## src/rtl/wqg_pkg.sv

```systemverilog
package wqg_pkg;

    // Qualification state of one low interval of the combined strobe
    typedef enum logic [1:0] {
        PH_IDLE  = 2'd0,   // no interval being tracked
        PH_TRACK = 2'd1,   // interval open and still eligible
        PH_SPOIL = 2'd2    // interval open but disqualified
    } phase_e;

    // Synchronised control pins
    typedef struct packed {
        logic cs_n;
        logic oe_n;
        logic we_n;
        logic sup;
    } ctl_t;

    localparam int CTL_W = $bits(ctl_t);

    // Combined strobe: a write window exists only while both are low
    function automatic logic both_low(input logic cs_n, input logic we_n);
        return !cs_n && !we_n;
    endfunction

endpackage

```

## src/rtl/wqg_sync.sv

```systemverilog
module wqg_sync #(
    parameter int W      = 8,
    parameter int STAGES = 2
) (
    input  logic         clk,
    input  logic [W-1:0] d,
    output logic [W-1:0] q
);

    logic [W-1:0] stg [STAGES];

    always_ff @(posedge clk) begin
        stg[0] <= d;
    end

    for (genvar i = 1; i < STAGES; i++) begin : g_chain
        always_ff @(posedge clk) begin
            stg[i] <= stg[i-1];
        end
    end

    assign q = stg[STAGES-1];

endmodule

```

## src/rtl/wqg_pwr_gate.sv

```systemverilog
module wqg_pwr_gate #(
    parameter int PWR_DELAY = 1000
) (
    input  logic clk,
    input  logic sup_s,
    output logic armed
);

    localparam int CW = $clog2(PWR_DELAY + 1);
    localparam logic [CW-1:0] LIMIT = CW'(PWR_DELAY);

    logic [CW-1:0] cnt;

    // The supply flag is this counter's own reset: a drop restarts the lockout
    always_ff @(posedge clk) begin
        if (!sup_s) begin
            cnt <= '0;
        end else if (cnt != LIMIT) begin
            cnt <= cnt + 1'b1;
        end
    end

    assign armed = sup_s && (cnt == LIMIT);

endmodule

```

## src/rtl/wqg_strobe.sv

```systemverilog
module wqg_strobe
    import wqg_pkg::*;
#(
    parameter int AW      = 17,
    parameter int DW      = 16,
    parameter int MIN_LOW = 3
) (
    input  logic          clk,
    input  logic          rst,
    input  logic          cs_n,
    input  logic          oe_n,
    input  logic          we_n,
    input  logic          armed,
    input  logic [AW-1:0] addr_s,
    input  logic [DW-1:0] data_s,
    output logic          pulse,
    output logic [AW-1:0] addr_q,
    output logic [DW-1:0] data_q
);

    localparam int NW = $clog2(MIN_LOW + 1) + 1;
    localparam logic [NW-1:0] NEED = NW'(MIN_LOW);

    phase_e        phase;
    logic          act;
    logic          act_q;
    logic          allow;
    logic [NW-1:0] width;
    logic [AW-1:0] stg_addr;
    logic [DW-1:0] stg_data;

    assign act   = both_low(cs_n, we_n);
    assign allow = oe_n && armed;

    always_ff @(posedge clk) begin
        if (rst) begin
            // act_q set so that an interval already open at release is not seen as a start
            act_q    <= 1'b1;
            phase    <= PH_IDLE;
            width    <= '0;
            stg_addr <= '0;
            stg_data <= '0;
            pulse    <= 1'b0;
            addr_q   <= '0;
            data_q   <= '0;
        end else begin
            act_q <= act;
            pulse <= 1'b0;
            if (act && !act_q) begin
                // later falling edge: address is taken here
                stg_addr <= addr_s;
                stg_data <= data_s;
                width    <= NW'(1);
                phase    <= allow ? PH_TRACK : PH_SPOIL;
            end else if (act) begin
                stg_data <= data_s;
                if (width != NEED) begin
                    width <= width + 1'b1;
                end
                if (phase == PH_TRACK && !allow) begin
                    phase <= PH_SPOIL;
                end
            end else if (act_q) begin
                // earlier rising edge: data already holds the last low sample
                if (phase == PH_TRACK && allow && width >= NEED) begin
                    pulse  <= 1'b1;
                    addr_q <= stg_addr;
                    data_q <= stg_data;
                end
                phase <= PH_IDLE;
            end
        end
    end

endmodule

```

## src/rtl/wr_qual_guard.sv

```systemverilog
module wr_qual_guard
    import wqg_pkg::*;
#(
    parameter int AW          = 17,
    parameter int DW          = 16,
    parameter int SYNC_STAGES = 2,
    parameter int MIN_LOW     = 3,
    parameter int PWR_DELAY   = 2000000
) (
    input  logic          clk,
    input  logic          rst,
    input  logic          chip_sel_n,
    input  logic          out_en_n,
    input  logic          wr_strobe_n,
    input  logic [AW-1:0] bus_addr,
    input  logic [DW-1:0] bus_din,
    input  logic          vdd_good,
    output logic          wr_pulse,
    output logic [AW-1:0] wr_addr,
    output logic [DW-1:0] wr_data
);

    localparam int SW = CTL_W + AW + DW;

    ctl_t          ctl_raw;
    ctl_t          ctl_s;
    logic [AW-1:0] addr_s;
    logic [DW-1:0] data_s;
    logic          armed;
    logic          oe_s_n;

    assign ctl_raw = '{cs_n: chip_sel_n, oe_n: out_en_n, we_n: wr_strobe_n, sup: vdd_good};

    wqg_sync #(
        .W      (SW),
        .STAGES (SYNC_STAGES)
    ) u_sync (
        .clk (clk),
        .d   ({ctl_raw, bus_addr, bus_din}),
        .q   ({ctl_s, addr_s, data_s})
    );

    wqg_pwr_gate #(
        .PWR_DELAY (PWR_DELAY)
    ) u_pwr (
        .clk   (clk),
        .sup_s (ctl_s.sup),
        .armed (armed)
    );

    assign oe_s_n = ctl_s.oe_n;

    wqg_strobe #(
        .AW      (AW),
        .DW      (DW),
        .MIN_LOW (MIN_LOW)
    ) u_strobe (
        .clk    (clk),
        .rst    (rst),
        .cs_n   (ctl_s.cs_n),
        .oe_n   (oe_s_n),
        .we_n   (ctl_s.we_n),
        .armed  (armed),
        .addr_s (addr_s),
        .data_s (data_s),
        .pulse  (wr_pulse),
        .addr_q (wr_addr),
        .data_q (wr_data)
    );

endmodule

```

## config.mk

```make
export PLATFORM = sky130hd
export DESIGN_NAME = wr_qual_guard
export DESIGN_NICKNAME = d
export VERILOG_FILES = /design/src/rtl/wqg_pkg.sv /design/src/rtl/wqg_sync.sv /design/src/rtl/wqg_pwr_gate.sv /design/src/rtl/wqg_strobe.sv /design/src/rtl/wr_qual_guard.sv
export SDC_FILE = /design/constraint.sdc
export NUM_CORES = 1
export LEC_CHECK = 0
export ABC_CLOCK_PERIOD_IN_PS = 4500
export CAP_MARGIN = 20
export CORE_UTILIZATION = 24
export CTS_CLUSTER_SIZE = 28
export DETAILED_ROUTE_END_ITERATION = 8
export GPL_ROUTABILITY_DRIVEN = 0
export PLACE_DENSITY = 0.48
export SYNTH_ARGS = -nofsm -noshare
export SYNTH_HDL_FRONTEND = slang
export SYNTH_SLANG_ARGS = --single-unit
```

## constraint.sdc

```tcl
create_clock -name clk -period 4.5 [get_ports clk]
set_clock_uncertainty 0.15 [all_clocks]
set_input_delay 0.45 -clock clk [delete_from_list [all_inputs] [get_ports clk]]
set_output_delay 0.45 -clock clk [all_outputs]
set_load 0.005 [all_outputs]
```

Word level (Yosys, flattened, before mapping)
Memory sizes are Yosys's and may differ from the RTL's.
Index checks and enable logic that the tools add are counted.
{"block": "totals", "inputBits": 39, "regBits": 94, "ramBits": 74, "mem_count": 1}
{"memory": "u_sync.stg", "words": 2, "word_bits": 37, "rd": 2, "rd_clocked_by_memory_dff": 0, "wr": 2, "line_no": "wqg_sync.sv:10", "rtl": "logic [W-1:0] stg [STAGES];"}
{"block": "classes", "n_addsub": 2, "n_bitwise": 3, "reduce_logical": 20, "magnitude_cmp": 1, "eq_ne": 5, "mux": 11}
{"cell": "16-bit two-way mux", "n": 2}
{"cell": "21-bit by 1-bit adder with 21-bit output (second input constant)", "n": 1}
{"cell": "21-bit == test (second input constant)", "n": 1}
{"cell": "21-bit inequality test (second input constant)", "n": 1}
{"cell": "2-bit two-way mux", "n": 5}
{"cell": "1-bit logical AND", "n": 7}
{"cell": "2-bit AND reduction", "n": 3}
{"cell": "1-bit logical NOT", "n": 4}
{"cell": "1-bit two-way mux", "n": 4}
{"cell": "4-bit AND reduction", "n": 1}
{"cell": "2-bit nonzero test", "n": 2}
{"cell": "4-bit OR reduction", "n": 1}
{"cell": "3-bit by 1-bit adder with 3-bit output (second input constant)", "n": 1}
{"cell": "3-bit by 2-bit >= comparator with 1-bit output (second input constant)", "n": 1}
{"cell": "3-bit by 2-bit inequality test with 1-bit output (second input constant)", "n": 1}
{"cell": "3-bit inequality test (second input constant)", "n": 1}
{"cell": "1-bit NOT", "n": 3}
{"cell": "3-bit nonzero test", "n": 1}
{"cell": "2-bit by 1-bit == test with 1-bit output (second input constant)", "n": 1}
{"cell": "2-bit OR reduction", "n": 1}

Longest topological paths before layout
Gate-level depths: netlist of run 1.
{"block": "depth", "word_depth": 8, "depth_mapped": 8}

By module
Synthesis of run 1 repeated with hierarchy kept, for this count alone.
{"block": "unflattened", "hier_cells": 561, "hier_area_um2": 5775.5}
{"mod": "wqg_strobe", "area_each_um2": 2990.4, "cells_each": 327, "seq_area_each_um2": 1461.4, "instances": 1}
{"mod": "wqg_sync", "area_each_um2": 1759.2, "cells_each": 111, "seq_area_each_um2": 1481.4, "instances": 1}
{"mod": "wqg_pwr_gate", "area_each_um2": 1026.0, "cells_each": 123, "seq_area_each_um2": 420.4, "instances": 1}

Worst setup path after synthesis of run 1
Ideal clock, no wire load.
{"block": "synth_timing", "path_kind": "register to register", "start": "reg u_strobe.width[0]", "end": "reg u_strobe.addr_q[10]", "path_buffers": 2, "setup_time_ns": 0.070, "period_less_slack_ns": 2.013, "path_slack_ns": 2.487, "stages_incl_launch_ff": 9, "arrival_ns": 1.793, "t_required_ns": 4.280, "path_cell_list": "dfxtp_1 -> ha_1 -> ha_1 -> a211oi_1 -> or3_1 -> clkbuf_1 -> buf_1 -> o31ai_1 -> a21oi_1"}
{"block": "synth_via", "elab_chain_len": 3}
{"item": "from (decl)", "line_no": "wqg_strobe.sv:28", "rtl": "logic [NW-1:0] width;"}
{"item": "from (signal assigned)", "line_no": "wqg_strobe.sv:58", "rtl": "width <= width + 1'b1;"}
{"item": "3-bit by 2-bit >= comparator with 1-bit output", "line_no": "wqg_strobe.sv:65", "rtl": "if (phase == PH_TRACK && allow && width >= NEED) begin"}
{"item": "1-bit logical AND", "line_no": "wqg_strobe.sv:65"}
{"item": "4-bit AND reduction (no line)"}
{"item": "to (signal assigned)", "line_no": "wqg_strobe.sv:67", "rtl": "addr_q <= stg_addr;"}
{"item": "to (decl)", "line_no": "wqg_strobe.sv:17", "rtl": "output logic [AW-1:0] addr_q,"}
No other way between the ends.
A chain may end at the register's enable or synchronous reset.

Worst setup path after layout of run 1
{"block": "layout_timing", "start": "reg u_pwr.cnt[7]", "end": "reg u_strobe.data_q[13]"}
{"block": "layout_via", "elab_chain_len": 6}
{"item": "from (decl)", "line_no": "wqg_pwr_gate.sv:12", "rtl": "logic [CW-1:0] cnt;"}
{"item": "from (signal assigned)", "line_no": "wqg_pwr_gate.sv:19", "rtl": "cnt <= cnt + 1'b1;"}
{"item": "21-bit == test", "line_no": "wqg_pwr_gate.sv:23", "rtl": "assign armed = sup_s && (cnt == LIMIT);"}
{"item": "1-bit logical AND", "line_no": "wqg_pwr_gate.sv:23"}
{"item": "1-bit logical AND", "line_no": "wqg_strobe.sv:33", "rtl": "assign allow = oe_n && armed;"}
{"item": "1-bit logical AND (2 in series)", "line_no": "wqg_strobe.sv:65"}
{"item": "4-bit AND reduction (no line)"}
{"item": "to (signal assigned)", "line_no": "wqg_strobe.sv:68", "rtl": "data_q <= stg_data;"}
{"item": "to (decl)", "line_no": "wqg_strobe.sv:18", "rtl": "output logic [DW-1:0] data_q"}
No other way between the ends.

==> results.sh, run 1 <==
export IMPL_drt_antenna_violating_nets=0
export IMPL_drc=0
export IMPL_antenna_found_initial=0
export IMPL_cts_tree="done"
export IMPL_critPathArrivalTime_ps=2820
export IMPL_numPortBuffers=72
export IMPL_ios=73
export IMPL_period_needed_ps=2700
export IMPL_grt_max_degree=75
export IMPL_cts_root_buf="clkbuf_16"
export IMPL_drt_iter0_markers=231
export IMPL_final_layout_size_suffix_gt1_share_pct=7.94
export IMPL_maxSlewViolCount=0
export IMPL_ys_flop_type="dfxtp_1"
export IMPL_worst_pin_slew_ps=826
export IMPL_n_fill_cell=2296
export IMPL_rrSetupSlack_ps=1800
export IMPL_synthArstFlopShare_pct=0
export IMPL_setup_viol=0
export IMPL_tns_ps=0
export IMPL_powerDensity_nw_per_um2=437
export IMPL_vias=4084
export IMPL_avgSynthCellArea_um2=9.99
export IMPL_period_share_pct=59.9
export IMPL_htreeDepth=4
export IMPL_viasPerCell=4.53
export IMPL_p_leak_nw=2.41
export IMPL_hold_class="reg -> reg"
export IMPL_synth_area_um2=5510
export IMPL_ys_top_cells_by_area="dfxtp_1 61%, a21oi_1 7.3%, nand2_1 5.2%"
export IMPL_synth_seq_cells=168
export IMPL_grt_pass1_wl_um=20800
export IMPL_die_area_um2=23500
export IMPL_crit_path_start_kind="flop"
export IMPL_netlist_instances=551
export IMPL_syn_num_nets=594
export IMPL_min_from="u_sync.stg[0][9]"
export IMPL_max_cap_violations=0
export IMPL_cp_num_buf_inv=0
export IMPL_vdd_drop_max_mv=0.233
export IMPL_critical_path_class="reg -> reg"
export IMPL_fin_nets=647
export IMPL_gr_total_overflow=0
export IMPL_synth_edff_count=0
export IMPL_clk_pin_slew_worst_paths_ps=70
export IMPL_end_kind="flop"
export IMPL_ys_warnings_count=0
export IMPL_cts_buffers=17
export IMPL_timing_rr_end="u_strobe.data_q[13]"
export IMPL_timing_rr_start="u_pwr.cnt[7]"
export IMPL_finalPower_mw=3.07
export IMPL_yosysTopAreaCell="dfxtp_1"
export IMPL_first_global_vias=4018
export IMPL_cts_hold_buffers_added=0
export IMPL_rsz0062_at_grt="false"
export IMPL_path_cells="nor4b_1 > nand3_2 > o31ai_1 > a21oi_1"
export IMPL_max_freq_ghz=0.371
export IMPL_reg2reg_depth=4
export IMPL_totalWireLength_um=12600
export IMPL_grt_usage_pct=11.3
export IMPL_cts_resized_gates=0
export IMPL_synth_top_area_share_pct=61.1
export IMPL_core_um2=22600
export IMPL_area_growth_syn_to_layout_pct=27.8
export IMPL_wire_per_inst_um=14.0
export IMPL_cts_sinks=168
export IMPL_synth_cell_type_count=41
export IMPL_die_h_um=153
export IMPL_clock_latency_ps=420
export IMPL_first_pass_iters=4
export IMPL_crit_family="simple AND/OR/NAND/NOR gates"
export IMPL_cts_path_max_buffers=2
export IMPL_initial_core_util_pct=24.4
export IMPL_path_max_fanout=39
export IMPL_whs_endpoint="u_sync.stg[0][46]"
export IMPL_required_ps=4630
export IMPL_postCtsSetupBuffers=0
export IMPL_whs_path_depth=0
export IMPL_dp_hpwl_um=8120
export IMPL_seq_area_frac_synth_pct=61.1
export IMPL_die_x_um=153
export IMPL_antenna_cells=0
export IMPL_cp_slowest_stage_delay_ps=760
export IMPL_cp_slowest_cell="nand3_2"
export IMPL_relSlewSlack_pct=44.9
export IMPL_fp_row_count=55
export IMPL_hold_viol_final=0
export IMPL_outcome="finished clean"
-- state kept, by name, indices dropped and copies added (netlist names) --
signal,flops
u_strobe.phase,2
u_strobe.act_q,1
u_pwr.cnt,21
u_strobe.stg_data,16
u_strobe.pulse,1
u_sync.stg,74
u_strobe.width,3
u_strobe.stg_addr,17
u_strobe.addr_q,17
u_strobe.data_q,16
-- worst max-delay path by stage --
| stage | start | slack, ps | cells past startpoint | endpoint |
|---|---|---|---|---|
| after floorplan | u_strobe.width[0] | 2490 | 8 | u_strobe.addr_q[10] |
| after global placement | u_pwr.cnt[7] | 2020 | 4 | u_strobe.phase[1] |
| after detailed placement | u_pwr.cnt[7] | 1780 | 4 | u_strobe.data_q[13] |
| after CTS | u_pwr.cnt[7] | 1740 | 4 | u_strobe.data_q[13] |
| after global routing | u_pwr.cnt[7] | 1520 | 4 | u_strobe.phase[1] |
| final | u_pwr.cnt[7] | 1800 | 4 | u_strobe.data_q[13] |
-- where the power goes --
part           switching, mW  internal (mW)
registers             0.0213           1.54
logic                 0.0411         0.0441
clock network          0.678          0.751
total                  0.740           2.33
-- metal layers --
| layer | GRT usage, % | up-vias | part of all wire (%) |
|---|---|---|---|
| li1 | - | 2067 | - |
| met1 | 14.6 | 1911 | 48 |
| met2 | 17.8 | 92 | 47 |
| met3 | 3.20 | 14 | 3.7 |
| met4 | 4.43 | 0 | 1.3 |
| met5 | 0 | - | 0 |
-- cell usage in the layout, fill, tap and decap left out, drive strengths merged, types with 2 or more instances in the layout --
| master | n |
|---|---|
| clkinv | 6 |
| nand4 | 44 |
| o31ai | 38 |
| nand2b | 4 |
| clkbuf | 17 |
| ha | 4 |
| and4b | 3 |
| nor3b | 2 |
| nand2 | 76 |
| nor4 | 4 |
| buf | 9 |
| xor2 | 6 |
| a21oi | 80 |
| o21ai | 10 |
| a22oi | 2 |
| xnor2 | 2 |
| nor3 | 2 |
| clkdlybuf4s50 | 71 |
| nor2 | 14 |
| dfxtp | 168 |
| and4 | 2 |
| a211oi | 2 |
| nand4b | 2 |
| or3 | 7 |
| or4 | 4 |
| clkinvlp | 2 |
| and3 | 2 |
| inv | 15 |
| nand3 | 9 |
| nor4b | 2 |
-- cells by family after synthesis --
| logic type | synth area share (%) |
|---|---|
| mux | 0.182 |
| compound gates | 14.2 |
| simple gates | 17.8 |
| flops | 61.1 |
| xor+xnor | 1.27 |
| fa+ha+maj | 0.909 |
| buf+inv | 4.48 |
-- cells in the mapped netlist, types with 7 or more instances --
cell type and n:
nand3_1 9, o21ai_0 10, nand4_1 41, a21oi_1 80, or3_1 7, inv_1 8, nand2_1 76, nor2_1 14
clkbuf_1 22, o31ai_1 38, dfxtp_1 168, buf_2 14
-- cell type report --
| type | count | area [um^2] | area share (%) |
|---|---|---|---|
| clock inverters | 15 | 176 | 2.51 |
| clock buffers | 17 | 425 | 6.05 |
| flip-flops and latches | 168 | 3360 | 47.8 |
| inverters | 8 | 30.0 | 0.427 |
| multi-input cells | 329 | 1910 | 27.1 |
| repair buffers | 80 | 776 | 11.0 |
| well taps | 285 | 357 | 5.07 |
-- worst register-to-register path: cells and delay by family (launching register included) --
kind            cells  cell delay (ps)
flops               1              530
simple gates        2             1240
compound gates      2              640
-- metrics by stage --
stage | instances | setup slack, ps | cell area (um^2) | hold WS, ps | utilization (%)
after floorplan | 551 | 2490 | 5510 | 160 | -
after global placement | 870 | 2020 | 6430 | 162 | 28.5
after detailed placement | 870 | 1780 | 6430 | 162 | 28.5
after CTS | 902 | 1740 | 7030 | 179 | 31.2
after global routing | 902 | 1520 | 7030 | 187 | 31.2
final | 902 | 1800 | 7030 | 177 | 31.2
(Power assumes the default switching activity.)
==> inputs of run 2 (changes only) <==
--- a/config.mk
+++ b/config.mk
@@ -5,7 +5,7 @@
 export SDC_FILE = /design/constraint.sdc
 export NUM_CORES = 1
 export LEC_CHECK = 0
-export ABC_CLOCK_PERIOD_IN_PS = 4500
+export ABC_CLOCK_PERIOD_IN_PS = 2540
 export CAP_MARGIN = 20
 export CORE_UTILIZATION = 24
 export CTS_CLUSTER_SIZE = 28
==> constraint.sdc (replaced) <==
create_clock -name clk -period 2.54 [get_ports clk]
set_clock_uncertainty 0.15 [all_clocks]
set_input_delay 0.254 -clock clk [delete_from_list [all_inputs] [get_ports clk]]
set_output_delay 0.254 -clock clk [all_outputs]
set_load 0.005 [all_outputs]
==> run 2 against run 1 <==
Effect of this change: flip-flop and latch count stayed put; die area stayed put; sequential share of layout area is 0.30 points lower; core utilization is 0.19 points higher; clock power is 78% higher; power is 78% higher; sequential power is 77% higher; count of clock-buffer cells in the layout stayed put; non-clock buffer count is 7 higher; first-iteration DRC count is 9.5% higher; combinational power is 85% higher; worst hold slack worse by 66 ps; largest cell class unchanged; highest routed layer unchanged.
==> results.sh, run 2 (same netlist as run 1, synthesis figures left out) <==
export IMPL_outcome="finished clean"
export IMPL_reg_largest_list="u_sync.stg: 74 flops, u_pwr.cnt: 21 flops"
export IMPL_critPathArrivalTime_ps=2540
export IMPL_period_needed_ps=2340
export IMPL_max_cap_violations=0
export IMPL_first_pass_iters=4
export IMPL_first_global_vias=4219
export IMPL_rsz0062_at_grt="false"
export IMPL_final_core_util_pct=31.4
export IMPL_core_um2=22600
export IMPL_crit_path_start_kind="flop"
export IMPL_layout_commonest_cell="dfxtp_1"
export IMPL_viasPerCell=4.56
export IMPL_wire_per_inst_um=14.4
export IMPL_maxSlewViolCount=0
export IMPL_vias=4146
export IMPL_postCtsSetupBuffers=0
export IMPL_fin_nets=654
export IMPL_critical_path_class="reg -> reg"
export IMPL_antenna_found_initial=1
export IMPL_cts_hold_buffers_added=0
export IMPL_clk_pin_slew_worst_paths_ps=70
export IMPL_grt_max_degree=40
export IMPL_initial_core_util_pct=24.4
export IMPL_area_growth_syn_to_layout_pct=28.5
export IMPL_htreeDepth=4
export IMPL_clock_latency_ps=430
export IMPL_cts_sinks=168
export IMPL_reg2reg_depth=7
export IMPL_cts_buffers=17
export IMPL_die_h_um=153
export IMPL_cts_path_max_buffers=2
export IMPL_final_layout_size_suffix_gt1_share_pct=8.97
export IMPL_die_x_um=153
export IMPL_tns_ps=0
export IMPL_cts_tree="done"
export IMPL_required_ps=2740
export IMPL_powerDensity_nw_per_um2=772
export IMPL_setup_viol=0
export IMPL_period_share_pct=92.2
export IMPL_cts_resized_gates=0
export IMPL_grt_pass1_wl_um=21300
export IMPL_totalWireLength_um=13000
export IMPL_path_max_fanout=15
export IMPL_ios=73
export IMPL_numPortBuffers=72
export IMPL_p_leak_nw=2.45
export IMPL_hold_class="in -> reg"
export IMPL_max_freq_ghz=0.427
export IMPL_cts_root_buf="clkbuf_16"
export IMPL_worst_pin_slew_ps=656
export IMPL_vdd_drop_max_mv=0.345
export IMPL_drt_iter0_markers=253
export IMPL_drc=0
export IMPL_antenna_cells=0
export IMPL_drt_antenna_violating_nets=0
export IMPL_dp_hpwl_um=8630
export IMPL_gr_total_overflow=0
export IMPL_relSlewSlack_pct=56.1
export IMPL_top_register="u_sync.stg"
export IMPL_hold_viol_final=0
export IMPL_whs_path_depth=1
export IMPL_end_kind="flop"
export IMPL_die_area_um2=23500
export IMPL_largest_register_ffs=74
export IMPL_grt_usage_pct=11.6
export IMPL_layout_common_cells="168 x dfxtp_1, 80 x a21oi_1, 76 x nand2_1, 71 x clkdlybuf4s50_1, 41 x nand4_1"
export IMPL_fp_row_count=55
## run 2: cell types whose count changed in the layout (fill, tap and decap cells not counted), sizes merged
cell	delta
buf	+7
clkinv	-1
clkinvlp	-2
inv	+3
## run 2: layout make-up
class	count	area, um^2
Clock inverter	15	168
Multi-Input combinational cell	329	1910
Inverter	8	30.0
Sequential cell	168	3360
Clock buffer	17	425
Tap cell	285	357
Timing Repair Buffer	87	828
Fill cell	2305	15500
## run 2: critical path, cell delays in order (launching register included)
cell and delay [ps]:
dfxtp_1 340, ha_1 210, ha_1 230, a211oi_1 310, or3_1 470, buf_4 310
o31ai_1 90, a21oi_1 160
## run 2: worst paths after layout
kind / end / slack [ps] / from
worst max-delay path: u_strobe.addr_q[4] / 200 / u_strobe.width[0]
worst min-delay path: u_sync.stg[0][13] / 110 / bus_din[13]
worst max register to register: u_strobe.addr_q[4] / 200 / u_strobe.width[0]
worst min register to register: u_sync.stg[0][55] / 180 / u_sync.stg[0][18]
## run 2: where the power goes
group / switching, mW / internal, mW / total (mW)
logic: 0.0764 / 0.0812 / 0.158
registers: 0.0367 / 2.72 / 2.76
clock network: 1.22 / 1.33 / 2.55
## run 2: metal layers
metal / up-vias / wire (um) / global-route usage [%]
li1: 2087 / - / -
met1: 1977 / 6170 / 14.0
met2: 74 / 6250 / 19.6
met3: 8 / 523 / 3.40
met4: 0 / 103 / 3.86
met5: - / 0 / 0
## run 2: stage by stage
stage,cells,worst slack (ps),hold slack (ps),power (mW),area [um^2]
final,909,198,111,5.46,7080
after global routing,909,43.6,90.8,5.69,7080
after CTS,909,191,91.6,5.55,7080
after detailed placement,877,224,162,2.98,6480
after global placement,877,332,162,2.98,6480
after floorplan,551,527,132,2.88,5510
